### src/rtl/brk_pkg.sv
package brk_pkg;
  localparam int N_SRC  = 6;
  localparam int CTRL_W = 13;

  localparam int REG_CTRL = 0;
  localparam int REG_PA0  = 1;
  localparam int REG_PA1  = 2;
  localparam int REG_C0   = 3;
  localparam int REG_C1   = 4;
  localparam int REG_CLR  = 5;

  localparam int EN_LSB   = 0;
  localparam int FLOW_BIT = 4;
  localparam int STEP_BIT = 5;
  localparam int MODE_LSB = 6;
  localparam int Q0_LSB   = 9;
  localparam int Q1_LSB   = 11;

  localparam logic [2:0] MODE_PP = 3'd0;
  localparam logic [2:0] MODE_PD = 3'd1;
  localparam logic [2:0] MODE_DD = 3'd2;
  localparam logic [2:0] MODE_RP = 3'd3;
  localparam logic [2:0] MODE_RD = 3'd4;

  localparam int SRC_PA0  = 0;
  localparam int SRC_PA1  = 1;
  localparam int SRC_C0   = 2;
  localparam int SRC_C1   = 3;
  localparam int SRC_FLOW = 4;
  localparam int SRC_STEP = 5;

  typedef struct packed {
    logic [1:0] c_prog;
    logic [1:0] c_data;
    logic       rng_prog;
    logic       rng_data;
  } slot_sel_t;
endpackage

### src/rtl/brk_cmp.sv
module brk_cmp #(
  parameter int W = 17
) (
  input  logic         valid_i,
  input  logic [W-1:0] addr_i,
  input  logic [W-1:0] ref_i,
  input  logic [W-1:0] mask_i,
  output logic         hit_o
);
  assign hit_o = valid_i && (((addr_i ^ ref_i) & mask_i) == '0);
endmodule

### src/rtl/brk_cfg.sv
module brk_cfg
  import brk_pkg::*;
#(
  parameter int PA_W   = 17,
  parameter int REG_AW = 3
) (
  input  logic                  clk_i,
  input  logic                  rst_ni,
  input  logic                  we_i,
  input  logic [REG_AW-1:0]     addr_i,
  input  logic [PA_W-1:0]       wdata_i,
  output logic [1:0][PA_W-1:0]  pa_ref_o,
  output logic [1:0][PA_W-1:0]  c_ref_o,
  output logic [3:0]            en_o,
  output logic                  flow_en_o,
  output logic                  step_en_o,
  output logic [1:0][1:0]       qual_o,
  output slot_sel_t             sel_o,
  output logic [N_SRC-1:0]      clr_o
);
  logic [CTRL_W-1:0] ctrl_q;
  logic [2:0]        mode;

  always_ff @(posedge clk_i or negedge rst_ni) begin
    if (!rst_ni) begin
      ctrl_q   <= '0;
      pa_ref_o <= '0;
      c_ref_o  <= '0;
    end else if (we_i) begin
      if (addr_i == REG_AW'(REG_CTRL)) ctrl_q      <= wdata_i[CTRL_W-1:0];
      if (addr_i == REG_AW'(REG_PA0))  pa_ref_o[0] <= wdata_i;
      if (addr_i == REG_AW'(REG_PA1))  pa_ref_o[1] <= wdata_i;
      if (addr_i == REG_AW'(REG_C0))   c_ref_o[0]  <= wdata_i;
      if (addr_i == REG_AW'(REG_C1))   c_ref_o[1]  <= wdata_i;
    end
  end

  assign clr_o = (we_i && addr_i == REG_AW'(REG_CLR)) ? wdata_i[N_SRC-1:0] : '0;

  assign en_o      = ctrl_q[EN_LSB +: 4];
  assign flow_en_o = ctrl_q[FLOW_BIT];
  assign step_en_o = ctrl_q[STEP_BIT];
  assign qual_o[0] = ctrl_q[Q0_LSB +: 2];
  assign qual_o[1] = ctrl_q[Q1_LSB +: 2];
  assign mode      = ctrl_q[MODE_LSB +: 3];

  // codes above MODE_RD leave both shared slots unused
  always_comb begin
    sel_o = '0;
    case (mode)
      MODE_PP: sel_o.c_prog = 2'b11;
      MODE_PD: begin
        sel_o.c_prog = 2'b01;
        sel_o.c_data = 2'b10;
      end
      MODE_DD: sel_o.c_data   = 2'b11;
      MODE_RP: sel_o.rng_prog = 1'b1;
      MODE_RD: sel_o.rng_data = 1'b1;
      default: sel_o = '0;
    endcase
  end

  p_range_excl_r6: assert property (@(posedge clk_i) disable iff (!rst_ni)
    (sel_o.rng_prog || sel_o.rng_data) |-> (sel_o.c_prog == 2'b00 && sel_o.c_data == 2'b00));
  p_one_range_r3: assert property (@(posedge clk_i) disable iff (!rst_ni)
    $onehot0({sel_o.rng_prog, sel_o.rng_data}));
  p_slot_kind_r3: assert property (@(posedge clk_i) disable iff (!rst_ni)
    (sel_o.c_prog & sel_o.c_data) == 2'b00);
endmodule

### src/rtl/brk_flag.sv
module brk_flag #(
  parameter int N = 6
) (
  input  logic         clk_i,
  input  logic         rst_ni,
  input  logic [N-1:0] hit_i,
  input  logic [N-1:0] clr_i,
  output logic [N-1:0] status_o
);
  // hit beats clear in the same cycle
  always_ff @(posedge clk_i or negedge rst_ni) begin
    if (!rst_ni) status_o <= '0;
    else         status_o <= (status_o & ~clr_i) | hit_i;
  end

  p_sticky_r9: assert property (@(posedge clk_i) disable iff (!rst_ni)
    (hit_i == '0 && clr_i == '0) |=> $stable(status_o));
  p_hit_wins_r10: assert property (@(posedge clk_i) disable iff (!rst_ni)
    (hit_i != '0) |=> ((status_o & $past(hit_i)) == $past(hit_i)));
  p_clear_r9: assert property (@(posedge clk_i) disable iff (!rst_ni)
    (hit_i == '0 && clr_i != '0) |=> ((status_o & $past(clr_i)) == '0));
endmodule

### src/rtl/brk_unit.sv
module brk_unit
  import brk_pkg::*;
#(
  parameter int PA_W   = 17,
  parameter int DA_W   = 16,
  parameter int REG_AW = 3
) (
  input  logic              clk_i,
  input  logic              rst_ni,
  input  logic              cfg_we_i,
  input  logic [REG_AW-1:0] cfg_addr_i,
  input  logic [PA_W-1:0]   cfg_wdata_i,
  input  logic              fetch_valid_i,
  input  logic [PA_W-1:0]   fetch_addr_i,
  input  logic              exec_valid_i,
  input  logic              exec_flow_i,
  input  logic              dacc_valid_i,
  input  logic              dacc_we_i,
  input  logic [DA_W-1:0]   dacc_addr_i,
  output logic              brk_o,
  output logic [N_SRC-1:0]  brk_src_o
);
  logic [1:0][PA_W-1:0] pa_ref, c_ref;
  logic [3:0]           en;
  logic                 flow_en, step_en;
  logic [1:0][1:0]      qual;
  slot_sel_t            sel;
  logic [N_SRC-1:0]     clr, hit;
  logic [1:0]           pa_hit, cp_hit, cd_hit, q_ok;
  logic                 rp_hit, rd_hit;

  brk_cfg #(.PA_W(PA_W), .REG_AW(REG_AW)) u_cfg (
    .clk_i, .rst_ni,
    .we_i(cfg_we_i), .addr_i(cfg_addr_i), .wdata_i(cfg_wdata_i),
    .pa_ref_o(pa_ref), .c_ref_o(c_ref), .en_o(en),
    .flow_en_o(flow_en), .step_en_o(step_en),
    .qual_o(qual), .sel_o(sel), .clr_o(clr)
  );

  for (genvar i = 0; i < 2; i++) begin : g_slot
    brk_cmp #(.W(PA_W)) u_pa (
      .valid_i(fetch_valid_i), .addr_i(fetch_addr_i),
      .ref_i(pa_ref[i]), .mask_i({PA_W{1'b1}}), .hit_o(pa_hit[i])
    );
    brk_cmp #(.W(PA_W)) u_cp (
      .valid_i(fetch_valid_i), .addr_i(fetch_addr_i),
      .ref_i(c_ref[i]), .mask_i({PA_W{1'b1}}), .hit_o(cp_hit[i])
    );
    brk_cmp #(.W(DA_W)) u_cd (
      .valid_i(dacc_valid_i), .addr_i(dacc_addr_i),
      .ref_i(c_ref[i][DA_W-1:0]), .mask_i({DA_W{1'b1}}), .hit_o(cd_hit[i])
    );
    assign q_ok[i] = dacc_we_i ? qual[i][1] : qual[i][0];
  end

  brk_cmp #(.W(PA_W)) u_rng_p (
    .valid_i(fetch_valid_i), .addr_i(fetch_addr_i),
    .ref_i(c_ref[0]), .mask_i(c_ref[1]), .hit_o(rp_hit)
  );
  brk_cmp #(.W(DA_W)) u_rng_d (
    .valid_i(dacc_valid_i), .addr_i(dacc_addr_i),
    .ref_i(c_ref[0][DA_W-1:0]), .mask_i(c_ref[1][DA_W-1:0]), .hit_o(rd_hit)
  );

  always_comb begin
    hit           = '0;
    hit[SRC_PA0]  = en[0] && pa_hit[0];
    hit[SRC_PA1]  = en[1] && pa_hit[1];
    hit[SRC_C0]   = en[2] && ((sel.c_prog[0] && cp_hit[0]) ||
                              (sel.c_data[0] && cd_hit[0] && q_ok[0]) ||
                              (sel.rng_prog && rp_hit) ||
                              (sel.rng_data && rd_hit && q_ok[0]));
    hit[SRC_C1]   = en[3] && ((sel.c_prog[1] && cp_hit[1]) ||
                              (sel.c_data[1] && cd_hit[1] && q_ok[1]));
    hit[SRC_FLOW] = flow_en && exec_valid_i && exec_flow_i;
    hit[SRC_STEP] = step_en && exec_valid_i;
  end

  brk_flag #(.N(N_SRC)) u_flag (
    .clk_i, .rst_ni, .hit_i(hit), .clr_i(clr), .status_o(brk_src_o)
  );

  assign brk_o = |brk_src_o;

  p_pa0_latency_r11: assert property (@(posedge clk_i) disable iff (!rst_ni)
    (fetch_valid_i && en[0] && fetch_addr_i == pa_ref[0]) |=> brk_src_o[SRC_PA0]);
  p_step_r8: assert property (@(posedge clk_i) disable iff (!rst_ni)
    (exec_valid_i && step_en) |=> brk_src_o[SRC_STEP]);
  p_disabled_r7: assert property (@(posedge clk_i) disable iff (!rst_ni)
    (!en[3] && !brk_src_o[SRC_C1]) |=> !brk_src_o[SRC_C1]);
  p_range_c1_quiet_r6: assert property (@(posedge clk_i) disable iff (!rst_ni)
    ((sel.rng_prog || sel.rng_data) && !brk_src_o[SRC_C1]) |=> !brk_src_o[SRC_C1]);
endmodule

### config.mk
export PLATFORM = sky130hd
export DESIGN_NAME = brk_unit
export DESIGN_NICKNAME = d
export VERILOG_FILES = /design/src/rtl/brk_pkg.sv /design/src/rtl/brk_cmp.sv /design/src/rtl/brk_cfg.sv /design/src/rtl/brk_flag.sv /design/src/rtl/brk_unit.sv
export SDC_FILE = /design/constraint.sdc
export NUM_CORES = 1
export LEC_CHECK = 0
export BUFFER_PORTS_ARGS = -buffer_cell sky130_fd_sc_hd__buf_2
export CELL_PAD_IN_SITES_DETAIL_PLACEMENT = 1
export CELL_PAD_IN_SITES_GLOBAL_PLACEMENT = 1
export CORE_MARGIN = 4
export CORE_UTILIZATION = 42
export DETAILED_ROUTE_END_ITERATION = 16
export GPL_TIMING_DRIVEN = 0
export HOLD_SLACK_MARGIN = 0.05
export PLACE_DENSITY = 0.83
export SYNTH_ARGS = -nofsm -noshare
export SYNTH_HDL_FRONTEND = slang
export SYNTH_SLANG_ARGS = --single-unit
### constraint.sdc
create_clock -name clk_i -period 1.4 [get_ports clk_i]
set_input_delay 0.14 -clock clk_i [delete_from_list [all_inputs] [get_ports clk_i]]
set_output_delay 0.14 -clock clk_i [all_outputs]
set_load 0.005 [all_outputs]
Word level (Yosys, flattened, before mapping)
Cells that the tools add are included.

cells by class
  $add $sub $neg = 0
  multiply operators = 0
  divide/modulo/power cells = 0
  $lt $le $gt $ge = 0
  eq/ne operators = 9
  shift-type cells = 0
  mux-type cells = 7
  bitwise gates (word level) = 11
  reductions and logical operators = 45

operators with widths
  kind                number
  $logic_not 17->1    5
  $xor 17x17->17      4
  $logic_not 16->1    3
  $xor 16x16->16      2
  $logic_and 1x1->1   25
  $and 17x17->17      1
  $and 16x16->16      1
  $eq 3x2->1 const B  4
  $reduce_and 2->1    5
  $eq 3x3->1 const B  3
  $pmux 2 s2          2
  $and 6x6->6         1
  $eq 3x1->1 const B  2
  $logic_not 3->1     2
  $mux 6              1
  $not 6->6           1
  $or 6x6->6          1
  $reduce_or 6->1     1
  $logic_or 1x1->1    4
  $mux 1              4

storage, ports and cells
  register bits after elaboration = 87
  bits in latches = 0
  memory bits (writable) = 0
  ROM bits = 0
  input bits = 61
  output and inout bits = 7
  word-level logic and storage cells = 78
  memories = 0

Longest topological paths before layout
  depth in word-level cells = 10
  depth in mapped cells = 6

Modules after synthesis
Synthesis repeated with hierarchy kept, for this count alone.

unflattened totals
  cells, all modules = 465
  area total of the unflattened synthesis = 5,589.1 um2

modules (own cells, without submodules)
  module                        times used  cells an instance  area each (um2)
  brk_cfg                       1           200                3,395.8
  brk_cmp (g_slot[0].u_cp ...)  5           30                 239.0
  brk_cmp (g_slot[0].u_cd ...)  3           27                 225.2
  brk_flag                      1           18                 217.7
  brk_unit                      1           16                 105.1

Worst setup path after synthesis
Ideal clock, no wire load.

  kind = reg-to-reg
  start = register u_cfg.c_ref_o[30] in the netlist's numbering
  end = register u_flag.status_o[3]
  library setup time = 0.066 ns
  arrival time = 1.340 ns
  slack = -0.006 ns
  stages on the path, launching flop included = 7
  cells stage by stage = dfrtp_1 -> xnor2_1 -> nand4_1 -> nor4_1 -> nand3_1 -> o41ai_1 -> a22o_1

between the ends
  word-level cells in the longest chain between the ends = 8

ends and longest elaborated chain
  what                             RTL line        source
  start: declaration               brk_cfg.sv:13   output logic [1:0][PA_W-1:0] c_ref_o,
  $xor 16x16->16                   brk_cmp.sv:10   assign hit_o = valid_i && (((addr_i ^ ref_i) & mask_i) == '0);
  $logic_not 16->1                 brk_cmp.sv:10
  $logic_and 1x1->1                brk_cmp.sv:10
  $logic_and 1x1->1 (2 in series)  brk_unit.sv:74  (sel.c_data[1] && cd_hit[1] && q_ok[1]));
  $logic_or 1x1->1 (*)             brk_unit.sv:73  hit[SRC_C1] = en[3] && ((sel.c_prog[1] && cp_hit[1]) ||
  $logic_and 1x1->1 (*)            brk_unit.sv:73
  $or 6x6->6 (*)                   brk_flag.sv:13  else status_o <= (status_o & ~clr_i) | hit_i;
  end signal: assignment           brk_flag.sv:13
  end: declaration                 brk_flag.sv:8   output logic [N-1:0] status_o

Every way passes the cells marked *; elsewhere a longest branch is shown, timed or not.
A chain may end at the register's enable or synchronous reset.

Final worst setup path
  start = register u_cfg.c_ref_o[20] in the netlist's numbering
  end = register u_flag.status_o[3]

Same word-level chain as after synthesis.

==> summary.md <==
| Metric | Value |
|---|---|
| FF/Latch Area | 0.002190 mm^2 |
| Slowest stage delay, CP | 0.47 ns |
| Static Leak | 0.002472 uW |
| Warnings from Yosys | 0 |
| Clk pin slew, worst setup/hold paths | 0.09 ns |
| RD Place Congestion | 0.9237 |
| Mapped cell area | 0.004659 mm^2 |
| Slew Limit Fails | 0 |
| Clk_lat worst skew | 0.37 ns |
| Multi-input logic area | 0.002658 mm^2 |
| TritonRoute pass-1 iters | 6 |
| Total die area | 0.01284 mm^2 |
| Die width | 113.3 um |
| Syn_nets | 437 |
| Clock sinks | 87 |
| First-pass GRT wire length | 22.80 mm |
| Seq/Total Area, Yosys | 46.72% |
| Worst Hold Class | in -> reg |
| DR vias | 3,393 |
| Worst Path Required | 1.70 ns |
| Gr usage total | 24.06% |
| Critical-path cell with the highest stage delay | dfrtp_2 |
| Placed insts | 583 |
| Syn avg cell area | 12.39 um^2 |
| Status | finished with violations |
| Residual DRC count | 0 |
| Tot Pwr | 7492 uW |
| Comb pwr share | 30.4% |
| GRT Residual Overflow | 0 |
| Routed wire per std cell | 24.29 um |
| Fin util | 53.09% |
| Ant. Diodes | 0 |
| Root buf cell | clkbuf_8 |
| Worst EP arrival | 2.09 ns |
| Site Rows | 38 |
| Vias in the first global route | 3,825 |
| Nets@finish | 536 |
| Power Density | 1302 mW/mm^2 |
| Crit. End Element | flip-flop |
| CORE AREA | 0.01084 mm^2 |
| Hpwl dp | 11.40 mm |
| Clock period minus final worst setup slack | 1.783 ns |
| Distinct cells, synth | 36 |
| Effective utilization at floorplan | 42.98% |
| Min setup slack post-route | -0.3834 ns |
| Layout fillers | 1,153 |
| Clk network pwr share | 20.9% |
| Setup Skew | 0.01187 ns |
| Yosys top cell by area | dfrtp_1 |
| Top cells by area, synth | dfrtp_1, mux2_2, xor2_1 |
| Sw Share | 35.69% |
| Internal power | 4818 uW |
| Layout Cells excl Fill | 620 |
| Max_cap viols | 0 |
| F_max | 560.7 MHz |
| H-tree depth | 3 |
| DR vias/cell | 5.473 |
| Synth top area share | 46.72% |
| Pre-CTS setup slack | -0.7668 ns |
| Crit share post-route | 127.4% |
| CP max FO | 5 |
| Final hold slack | 0.07239 ns |
| Largest net degree at the start of global routing | 50 |
| Crit Path Class | reg -> reg |
| Worst slew margin | 56.97% |
| Number of nets with antenna violations after routing | 0 |
| Unrepaired setup endpoints after global routing | yes |
| Detailed Route Iter0 Violations | 195 |
| Crit path cell chain | xor2_1 -> nor4_2 -> nand3_1 -> o41ai_4 -> a22o_1 |
| Synth Instances | 376 |
| Max Buffers Root-to-Sink | 2 |
| # IOs | 68 |
| Switching power | 2674 uW |
| Failing checks | setup timing |
| IO Port Bufs | 66 |
| Num CTS Buffers | 9 |
| Endpoints failing setup | 3 |
| Final WL | 15.06 mm |
| Hold Vio Cnt, Final | 0 |
| Worst vdd ir | 563.1 uV |
| Initial antenna violation count | 0 |
| Area grow syn2layout | 23.52% |
| CP top delay family | compound AO/OA/AOI/OAI gates |
| Die H | 113.3 um |
| Proportion of layout cells with a drive suffix above 1 | 46.25% |
| Sequential share of power | 48.8% |
| CTS tree | built |
| CP Launch Type | flip-flop |
| Buf/Inv on CP | 0 |
| Register bit total from synthesis | 87 |
| Least-Margin Pin Slew | 0.6454 ns |
## layout by cell type, fill, tap and decap left out, types with 3 or more instances in the layout
master / count
a22o_1: 5
a22oi_1: 7
buf_2: 69
buf_4: 18
clkbuf_1: 4
clkbuf_8: 9
dfrtp_1: 77
dfrtp_2: 10
dlygate4sd3_1: 7
mux2_2: 80
nand2_1: 16
nand3_1: 4
nand4_1: 10
nor2_1: 3
nor3_1: 3
nor4_1: 11
nor4_2: 10
xnor2_1: 8
xnor2_2: 3
xor2_1: 84
xor2_2: 6
## worst reg2reg max path: cells and delay by family, from the launching register on
kind / cells / cell delay, ns
XOR/XNOR: 1 / 0.17
flip-flops: 1 / 0.47
AO/OA/AOI/OAI: 2 / 0.55
AND/OR/NAND/NOR: 2 / 0.53
## what timing repair did
action	in CTS	in global routing
hold buffers	7	0
gates resized for setup	27	17
buffers inserted	6	8
endpoints found under the hold margin	61	0
endpoints found under the setup margin	23	15
gates cloned	0	0
pin swaps	13	16
## final cells by class
| class | count | share of cell area (%) |
|---|---|---|
| clock inverter | 3 | 0.3478 |
| inverter | 1 | 0.06522 |
| timing repair buffer | 88 | 9.174 |
| multi-input combinational | 281 | 46.17 |
| buffer | 7 | 0.7391 |
| tap | 140 | 3.043 |
| sequential | 87 | 38.04 |
| clock buffer | 13 | 2.413 |
## per-stage QoR
step	setup TNS, ns	instance area [um^2]
2_1_floorplan	-0.006434	4659
3_3_place_gp	-64.30	5165
3_5_place_dp	-20.34	5187
4_1_cts	-0.6167	5592
5_1_grt	-0.8656	5756
6_report	-0.5659	5756
## cells by family (layout without fill, tap and decap cells)
kind of cell | Yosys count | after routing | synth area share (%)
AO/OA/AOI/OAI | 26 | 26 | 4.270
XOR/XNOR | 101 | 101 | 18.98
buffers and inverters | 8 | 112 | 0.9935
flip-flops | 87 | 87 | 46.72
multiplexers | 82 | 82 | 19.76
AND/OR/NAND/NOR | 72 | 72 | 9.265
## cells in the mapped netlist
| cell type | instances |
|---|---|
| buf_2 | 4 |
| nor3_4 | 1 |
| mux2i_1 | 2 |
| a211oi_1 | 1 |
| or3_1 | 1 |
| a22o_1 | 5 |
| a21oi_1 | 2 |
| nand2_1 | 16 |
| and3b_1 | 1 |
| nand4_1 | 10 |
| xor2_1 | 90 |
| nor3_1 | 4 |
| nor4_1 | 22 |
| a222oi_1 | 1 |
| o22ai_1 | 1 |
| a22oi_1 | 7 |
| mux2_2 | 80 |
| nand2b_1 | 2 |
| inv_1 | 1 |
| nor3b_4 | 1 |
| dfrtp_1 | 87 |
| nand3b_1 | 1 |
| nand3_2 | 1 |
| nor2_2 | 1 |
| nand3_1 | 5 |
| nor2_1 | 3 |
| o21ai_0 | 3 |
| buf_4 | 3 |
| nor3b_2 | 1 |
| nor4b_1 | 1 |
| a221oi_1 | 3 |
| and2b_1 | 1 |
| xnor2_1 | 11 |
| o2bb2ai_1 | 1 |
| a32o_1 | 1 |
| o41ai_1 | 1 |
## flip-flops by register name (all words and copies together), names as in the netlist
signal and count:
u_flag.status_o 6, u_cfg.ctrl_q 13, u_cfg.pa_ref_o 34, u_cfg.c_ref_o 34
## per-layer routing
metal / up-vias / part of all wire, % / track usage [%] / routed length, um
met1: 1750 / 43 / 31.16 / 6486
met3: 24 / 4.3 / 4.813 / 645
met4: 0 / 2.1 / 7.212 / 316
li1: 1546 / - / - / -
met2: 73 / 51 / 40.80 / 7611
met5: - / 0 / 0 / 0
## power groups by stage
stage                     registers [uW]  logic, uW  clock network [uW]
final                               3650       2270                1560
after global routing                3730       2450                1730
after CTS                           3640       2130                1580
after detailed placement            3690       1920                   0
after global placement              3640       1860                   0
after floorplan                     3480       1270                   0
## worst paths after layout
kind / from / to / slack [ns] / cells after the start
worst max-delay path: u_cfg.c_ref_o[20] / u_flag.status_o[3] / -0.38 / 5
worst min-delay path: cfg_wdata_i[10] / u_cfg.ctrl_q[10] / 0.07 / 2
worst max register to register: u_cfg.c_ref_o[20] / u_flag.status_o[3] / -0.38 / 5
worst min register to register: u_cfg.ctrl_q[3] / u_flag.status_o[3] / 0.50 / 1
max in group asynchronous: rst_ni / u_cfg.c_ref_o[21] / 0.39 / 3
min in group asynchronous: rst_ni / u_cfg.c_ref_o[28] / 0.34 / 2
Note: power is estimated with default switching activity, not from simulation.
